`src/rtl/ir_codec_pkg.sv`:
```
package ir_codec_pkg;

    typedef enum logic [1:0] {
        E_IDLE,
        E_DELAY,
        E_PULSE,
        E_REST
    } enc_state_t;

    typedef enum logic {
        D_IDLE,
        D_HOLD
    } dec_state_t;

endpackage

```
`src/rtl/ir_pulse_enc.sv`:
```
module ir_pulse_enc
    import ir_codec_pkg::*;
#(
    parameter int OSR         = 16,
    parameter int PULSE_START = 7,
    parameter int PULSE_LEN   = 3
) (
    input  logic clk,
    input  logic rst_n,
    input  logic run,
    input  logic tick,
    input  logic nrz_in,
    output logic pulse_out
);
    localparam int PW = $clog2(OSR);
    localparam logic [PW-1:0] START_PH = PW'(PULSE_START);
    localparam logic [PW-1:0] END_PH   = PW'(PULSE_START + PULSE_LEN);
    localparam logic [PW-1:0] LAST_PH  = PW'(OSR - 1);

    enc_state_t      state, nstate;
    logic [PW-1:0]   phase, nphase;
    logic [PW-1:0]   step;
    logic            pulse_q;

    always_comb begin
        nstate = state;
        nphase = phase;
        step   = phase + 1'b1;
        if (tick) begin
            unique case (state)
                E_IDLE: begin
                    if (!nrz_in) begin
                        nstate = E_DELAY;
                        nphase = '0;
                    end
                end
                E_DELAY: begin
                    nphase = step;
                    if (step == START_PH) nstate = E_PULSE;
                end
                E_PULSE: begin
                    nphase = step;
                    if (step == END_PH) nstate = E_REST;
                end
                E_REST: begin
                    if (phase == LAST_PH) begin
                        nphase = '0;
                        nstate = nrz_in ? E_IDLE : E_DELAY;
                    end else begin
                        nphase = step;
                    end
                end
            endcase
        end
    end

    // state register
    always_ff @(posedge clk) begin
        if (!rst_n || !run) begin
            state <= E_IDLE;
            phase <= '0;
        end else begin
            state <= nstate;
            phase <= nphase;
        end
    end

    // output register
    always_ff @(posedge clk) begin
        if (!rst_n) pulse_q <= 1'b0;
        else        pulse_q <= run && (nstate == E_PULSE);
    end

    assign pulse_out = pulse_q;

endmodule

```
`src/rtl/ir_pulse_dec.sv`:
```
module ir_pulse_dec
    import ir_codec_pkg::*;
#(
    parameter int OSR = 16
) (
    input  logic clk,
    input  logic rst_n,
    input  logic run,
    input  logic tick,
    input  logic pulse_in,
    output logic nrz_out
);
    localparam int PW = $clog2(OSR);
    localparam logic [PW-1:0] LAST_CNT = PW'(OSR - 1);

    dec_state_t    state, nstate;
    logic [PW-1:0] cnt, ncnt;
    logic          nrz_q;

    always_comb begin
        nstate = state;
        ncnt   = cnt;
        if (tick) begin
            unique case (state)
                D_IDLE: begin
                    if (pulse_in) begin
                        nstate = D_HOLD;
                        ncnt   = '0;
                    end
                end
                D_HOLD: begin
                    if (cnt == LAST_CNT) begin
                        ncnt   = '0;
                        nstate = pulse_in ? D_HOLD : D_IDLE;
                    end else begin
                        ncnt = cnt + 1'b1;
                    end
                end
            endcase
        end
    end

    // state register
    always_ff @(posedge clk) begin
        if (!rst_n || !run) begin
            state <= D_IDLE;
            cnt   <= '0;
        end else begin
            state <= nstate;
            cnt   <= ncnt;
        end
    end

    // output register
    always_ff @(posedge clk) begin
        if (!rst_n) nrz_q <= 1'b1;
        else        nrz_q <= !(run && (nstate == D_HOLD));
    end

    assign nrz_out = nrz_q;

endmodule

```
`src/rtl/ir_codec.sv`:
```
module ir_codec #(
    parameter int OSR         = 16,
    parameter int PULSE_START = 7,
    parameter int PULSE_LEN   = 3
) (
    input  logic clk,
    input  logic rst_n,
    input  logic ir_en,
    input  logic rx_invert,
    input  logic tick16,
    input  logic tx_nrz,
    output logic tx_pin,
    input  logic rx_pin,
    output logic rx_nrz
);
    logic enc_pulse;
    logic dec_nrz;
    logic rx_sense;

    assign rx_sense = rx_pin ^ rx_invert;

    ir_pulse_enc #(
        .OSR        (OSR),
        .PULSE_START(PULSE_START),
        .PULSE_LEN  (PULSE_LEN)
    ) u_enc (
        .clk      (clk),
        .rst_n    (rst_n),
        .run      (ir_en),
        .tick     (tick16),
        .nrz_in   (tx_nrz),
        .pulse_out(enc_pulse)
    );

    ir_pulse_dec #(
        .OSR(OSR)
    ) u_dec (
        .clk     (clk),
        .rst_n   (rst_n),
        .run     (ir_en),
        .tick    (tick16),
        .pulse_in(rx_sense),
        .nrz_out (dec_nrz)
    );

    assign tx_pin = ir_en ? enc_pulse : tx_nrz;
    assign rx_nrz = ir_en ? dec_nrz   : rx_pin;

endmodule

```
`config.mk`:
```
export PLATFORM = sky130hd
export DESIGN_NAME = ir_codec
export DESIGN_NICKNAME = d
export VERILOG_FILES = /design/src/rtl/ir_codec_pkg.sv /design/src/rtl/ir_pulse_enc.sv /design/src/rtl/ir_pulse_dec.sv /design/src/rtl/ir_codec.sv
export SDC_FILE = /design/constraint.sdc
export NUM_CORES = 1
export LEC_CHECK = 0
export ABC_AREA = 1
export BUFFER_PORTS_ARGS = -buffer_cell sky130_fd_sc_hd__buf_2
export CORE_UTILIZATION = 52
export CTS_CLUSTER_SIZE = 40
export DETAILED_ROUTE_END_ITERATION = 10
export PLACE_DENSITY = 0.69
export SYNTH_ARGS = -nofsm -noshare
export SYNTH_HDL_FRONTEND = slang
export SYNTH_HIERARCHICAL = 1
export SYNTH_SLANG_ARGS = --single-unit
```
`constraint.sdc`:
```
create_clock -name clk -period 3.58 [get_ports clk]
set_input_delay 0.358 -clock clk [delete_from_list [all_inputs] [get_ports clk]]
set_output_delay 0.358 -clock clk [all_outputs]
set_load 0.02 [all_outputs]
```
; ---- Word level (Yosys, flattened, before mapping)
; Cells that the tools add are included.
[word_totals]
register_bits = 13
out_inout_bits = 2
inputBits = 7
[classes]
n_reduce_logical = 10
bitwise_logic = 2
muxes = 19
eq_ne = 10
n_addsub = 2
[op_table]
columns = cell, n
row1 = 2-to-1 mux 4 bit, 4
row2 = == test 4 bit (second input constant), 3
row3 = one-hot mux 4 bit (3 select lines), 1
row4 = 2-to-1 mux 2 bit, 5
row5 = adder 4 x 1 -> 4 bit (second input constant), 2
row6 = one-hot mux 2 bit (4 select lines), 1
row7 = one-hot mux 4 bit (2 select lines), 1
row8 = == test 2 bit (second input constant), 3
row9 = 2-to-1 mux 1 bit, 6
row10 = == test 4 x 3 -> 1 bit (second input constant), 1
row11 = inequality test 2 bit (second input constant), 2
row12 = AND reduction 2 bit, 2
row13 = zero test 1 bit, 3
row14 = == test 2 x 1 -> 1 bit (second input constant), 1
row15 = logical AND 1 bit, 2
row16 = zero test 2 bit, 1
row17 = one-hot mux 1 bit (2 select lines), 1
row18 = OR reduction 2 bit, 1
row19 = logical OR 1 bit, 1
row20 = NOT 1 bit, 1
row21 = bitwise XOR 1 bit, 1

; ---- Depth between registers and ports, before layout
[depth]
word_depth = 7
mapped_depth = 11
mapped_depth_nobuf = 11

; ---- Hierarchy
; The synthesis kept the hierarchy.
[modules_own_cells]
columns = mod, seq_area_each_um2, area_each_um2, cells_per_inst, n_inst
row1 = ir_pulse_enc, 140.1, 600.6, 92, 1
row2 = ir_pulse_dec, 120.1, 271.5, 37, 1
row3 = ir_codec, 0.0, 45.0, 12, 1

; ---- Least setup slack after synthesis
; Ideal clock, no wire load.
[synth_path]
path_kind = reg-to-reg
from = register u_enc.state[0]
to = register u_enc.phase[1]
required_time_ns = 3.510
setup_ns = 0.070
slack_ns = 2.231
synth_period_minus_slack_ns = 1.349
arrival_ns = 1.279
path_stages_with_launch = 9
path_cell_list = dfxtp_1 > inv_1 > ha_1 > nand2_1 > nand2_2 > nor2_2 > nand2_1 > or2_1 > a21oi_1
[synth_between]
elab_chain_len = 3
elab_cells_between_ends = 8
[synth_rtl]
columns = element, line_no
row1 = "start, declared", ir_pulse_enc.sv:20  ; enc_state_t state, nstate;
row2 = "start signal, assigned", ir_pulse_enc.sv:63  ; state <= nstate;
row3 = "== test 2 x 1 -> 1 bit, or another cell as far along", ir_pulse_enc.sv:30  ; unique case (state)
row4 = OR reduction 2 bit (no source line) / inequality test 2 bit (equally long branches), --
row5 = one-hot mux 4 bit (3 select lines) / AND reduction 2 bit (equally long branches), --
row6 = "end signal, assigned", ir_pulse_enc.sv:64  ; phase <= nphase;
row7 = "end, declared", ir_pulse_enc.sv:21  ; logic [PW-1:0] phase, nphase;
; Several ways; a longest one is shown, not always the timed one.
; A chain may end at the register's enable or synchronous reset.

; ---- Worst setup path after layout
[layout_path]
from = register u_enc.phase[1]
to = register u_enc.state[1]
[layout_between]
elab_chain_len = 5
elab_cells_between_ends = 9
[layout_rtl]
columns = element, line_no
row1 = adder 4 x 1 -> 4 bit, ir_pulse_enc.sv:28  ; step = phase + 1'b1;
row2 = == test 4 bit / == test 4 x 3 -> 1 bit (equally long branches), "ir_pulse_enc.sv:43, ir_pulse_enc.sv:39"
row3 = 2-to-1 mux 2 bit (on tied branches), "ir_pulse_enc.sv:43, ir_pulse_enc.sv:39"
row4 = one-hot mux 2 bit (4 select lines) *, ir_pulse_enc.sv:30
row5 = 2-to-1 mux 2 bit *, ir_pulse_enc.sv:29  ; if (tick) begin
; Mark *: on every way between the ends. The rest lies on a longest branch, timed or not.

==> summary.txt <==
Layout
  • # fillers: 159
  • Most common cell after layout, fill and taps aside: nand2_1
  • Layout cells sized above 1: 15.8%
  • N_diodes: 0
  • Most frequent cells in the layout: nand2_1 (50), inv_1 (24), dfxtp_1 (13)
  • Synth-to-layout area growth: 8.19%
  • Layout Cells excl Fill: 168
  • Final net count: 169
  • Finished layout cell area: 992 um^2

Global routing
  • Vias in the first global route: 741
  • GRT overflow: 0
  • First-pass GRT wire length: 3060 um
  • Gr usage total: 21.2%
  • Initial antenna violation count: 0
  • Largest net degree at the start of global routing: 9

Detailed routing
  • Drt wl/cell: 10.2 um
  • Final ANT Viol Nets: 0
  • First-pass detailed-route iteration total: 4
  • Final wirelength: 1720 um
  • First DRT Iteration DRCs: 20
  • Via count: 829
  • DRC Markers: 0
  • Drt via density: 4.93

Floorplanning
  • DIE HEIGHT: 44.0 um
  • Core Footprint: 0.00158 mm^2
  • Initial core utilization: 58.2%
  • Die W: 44.0 um
  • Std cell rows: 14
  • I/O Pins: 9
  • Die Area: 0.00194 mm^2

Yosys
  • Register area share after synthesis: 28.4%
  • Unique cell type count in the Yosys netlist: 20
  • Syn Area/Cell: 6.50 um^2
  • Post-synth top area share: 28.4%
  • Cells after synthesis: 141
  • Area leader, netlist: dfxtp_1
  • Post-Syn Area: 917 um^2
  • Mapped Nets: 157
  • Ranking of synthesized cells by area: dfxtp_1 (28%), nand2_1 (20%), ha_1 (12%)
  • Synth Register Bits: 13
  • YS warnings: 6

STA
  • Skew final: 0.00156 ns
  • Fin crit share: 43.5%
  • Fin crit period: 1.56 ns
  • Hold Vio Cnt, Final: 0
  • Total Neg Setup Slack: 0 ns
  • Worst slew pin tran: 0.338 ns
  • RSZ-0062 raised after global routing: false
  • Slew HR: 77.4%
  • Final slew viol count: 0
  • Max Fclk: 642 MHz
  • Final setup violating endpoints: 0

Setup path
  • Worst Path Max Fanout: 7
  • WS Path Type: register to register
  • Slowest-stage cell, CP: dfxtp_1
  • WP data required: 3.76 ns
  • Most frequent CP cell: nand2_1
  • Crit path cell chain: ha_1, nand3_1, nand2_1, nand2_1, a21oi_1, nand2_1, nand2_1, nand2_1, nand2_1, inv_1
  • Crit. End Element: register
  • Startpoint Class: register
  • Worst path arrival time: 1.73 ns
  • Critical Path Max Stage Delay: 0.47 ns

Clock tree
  • TritonCTS buffer count: 3
  • Clock buffer depth: 2
  • Post-CTS sizing: 0
  • Root Driver: clkbuf_4
  • # Post-CTS Setup Buffers: 0
  • Hold_buf cts: 0
  • CTS tree: built
  • Htree depth: 1
  • Clock Latency Late Sink: 0.27 ns
  • Clk pin slew, worst setup/hold paths: 0.08 ns
  • Clk sinks: 13

Place
  • Port Buffers: 8
  • RePlAce Congestion: 0.855
  • Hpwl dp: 1300 um
  • Placed cells: 164
  • Placed inst area: 966 um^2

Min path
  • Type of the worst min-delay path: input pin to register

Power and ir drop
  • Pwr dens: 282 mW/mm^2
  • Leakage: 0.000505 uW
  • Worst VDD drop: 0.282 mV
  • Total power: 279 uW

Status
  • Status: finished, final reports clean

Flow run
  • Max Cap Viol: 0
synthesized netlist by cell type:
cell type  instances
o2111ai_1          1
nand2_1           50
nor2_2             3
nand3_2            1
dfxtp_1           13
inv_1             24
o21ai_1            1
buf_6              1
nand3_1            7
xor2_1             1
inv_2              1
nand2_2            7
a21oi_1           11
ha_1               9
o21ai_0            3
nand4_1            4
a21oi_2            1
o21a_1             1
or2_1              1
clkinv_1           1
state kept, by name, summed over array words and instances (netlist names):
| name | cells |
|---|---|
| u_dec/cnt | 4 |
| u_dec/nrz_out | 1 |
| u_dec/state | 1 |
| u_enc/phase | 4 |
| u_enc/pulse_out | 1 |
| u_enc/state | 2 |
per-stage QoR:
stage | utilization, % | setup slack, ns | hold WS [ns]
2_1_floorplan | - | 2.23 | 0.469
3_3_place_gp | 61.3 | 2.07 | 0.488
3_5_place_dp | 61.3 | 2.06 | 0.494
4_1_cts | 62.9 | 2.04 | 0.427
5_1_grt | 62.9 | 1.86 | 0.459
6_report | 62.9 | 2.02 | 0.435
per-layer routing:
| metal | vias to the layer above | GRT usage, % | share of wire (%) |
|---|---|---|---|
| met1 | 351 | 32.2 | 56 |
| met2 | 18 | 29.9 | 39 |
| met4 | 0 | 3.64 | 0 |
| li1 | 460 | - | - |
| met5 | - | 0 | 0 |
| met3 | 0 | 6.25 | 4.6 |
worst max-delay path: cells and delay by family, from the launching register on:
family                     cells  cell delay, ns
DFF                            1            0.47
buffers and inverters          1            0.04
and+or+nand+nor                7            0.54
AOI/OAI and AO/OA              1            0.12
adders and majority gates      1            0.28
cells by family (layout without fill, tap and decap cells):
family	Yosys count	after routing	synth area share, %
compound gates	18	18	10.9
fa+ha+maj	9	9	12.3
flops	13	13	28.4
xor+xnor	1	1	0.955
buf+inv	27	38	11.9
simple gates	73	73	35.6
report_power, final:
| part | internal (uW) | total [uW] | switching (uW) |
|---|---|---|---|
| sequential | 147 | 149 | 1.95 |
| combinational | 13.8 | 39.7 | 25.9 |
| clock | 43.2 | 91.0 | 47.8 |
worst paths after layout:
| kind | to | slack [ns] | startpoint | depth (start not counted) |
|---|---|---|---|---|
| setup / recovery | u_enc/state[1] | 2.02 | u_enc/phase[1] | 10 |
| hold reg to reg | u_dec/cnt[2] | 0.51 | u_dec/state | 2 |
| hold / removal | u_enc/phase[2] | 0.43 | rst_n | 3 |
| setup reg to reg | u_enc/state[1] | 2.02 | u_enc/phase[1] | 10 |
final cells by class:
class	instances	area (um^2)	area share, %
multi-input cells	101	548	55.2
flip-flops and latches	13	260	26.2
inverters	26	97.6	9.84
repair buffers	8	40.0	4.04
clock buffers	4	26.3	2.65
well taps	16	20.0	2.02
Power figures use the tool's default switching activity.
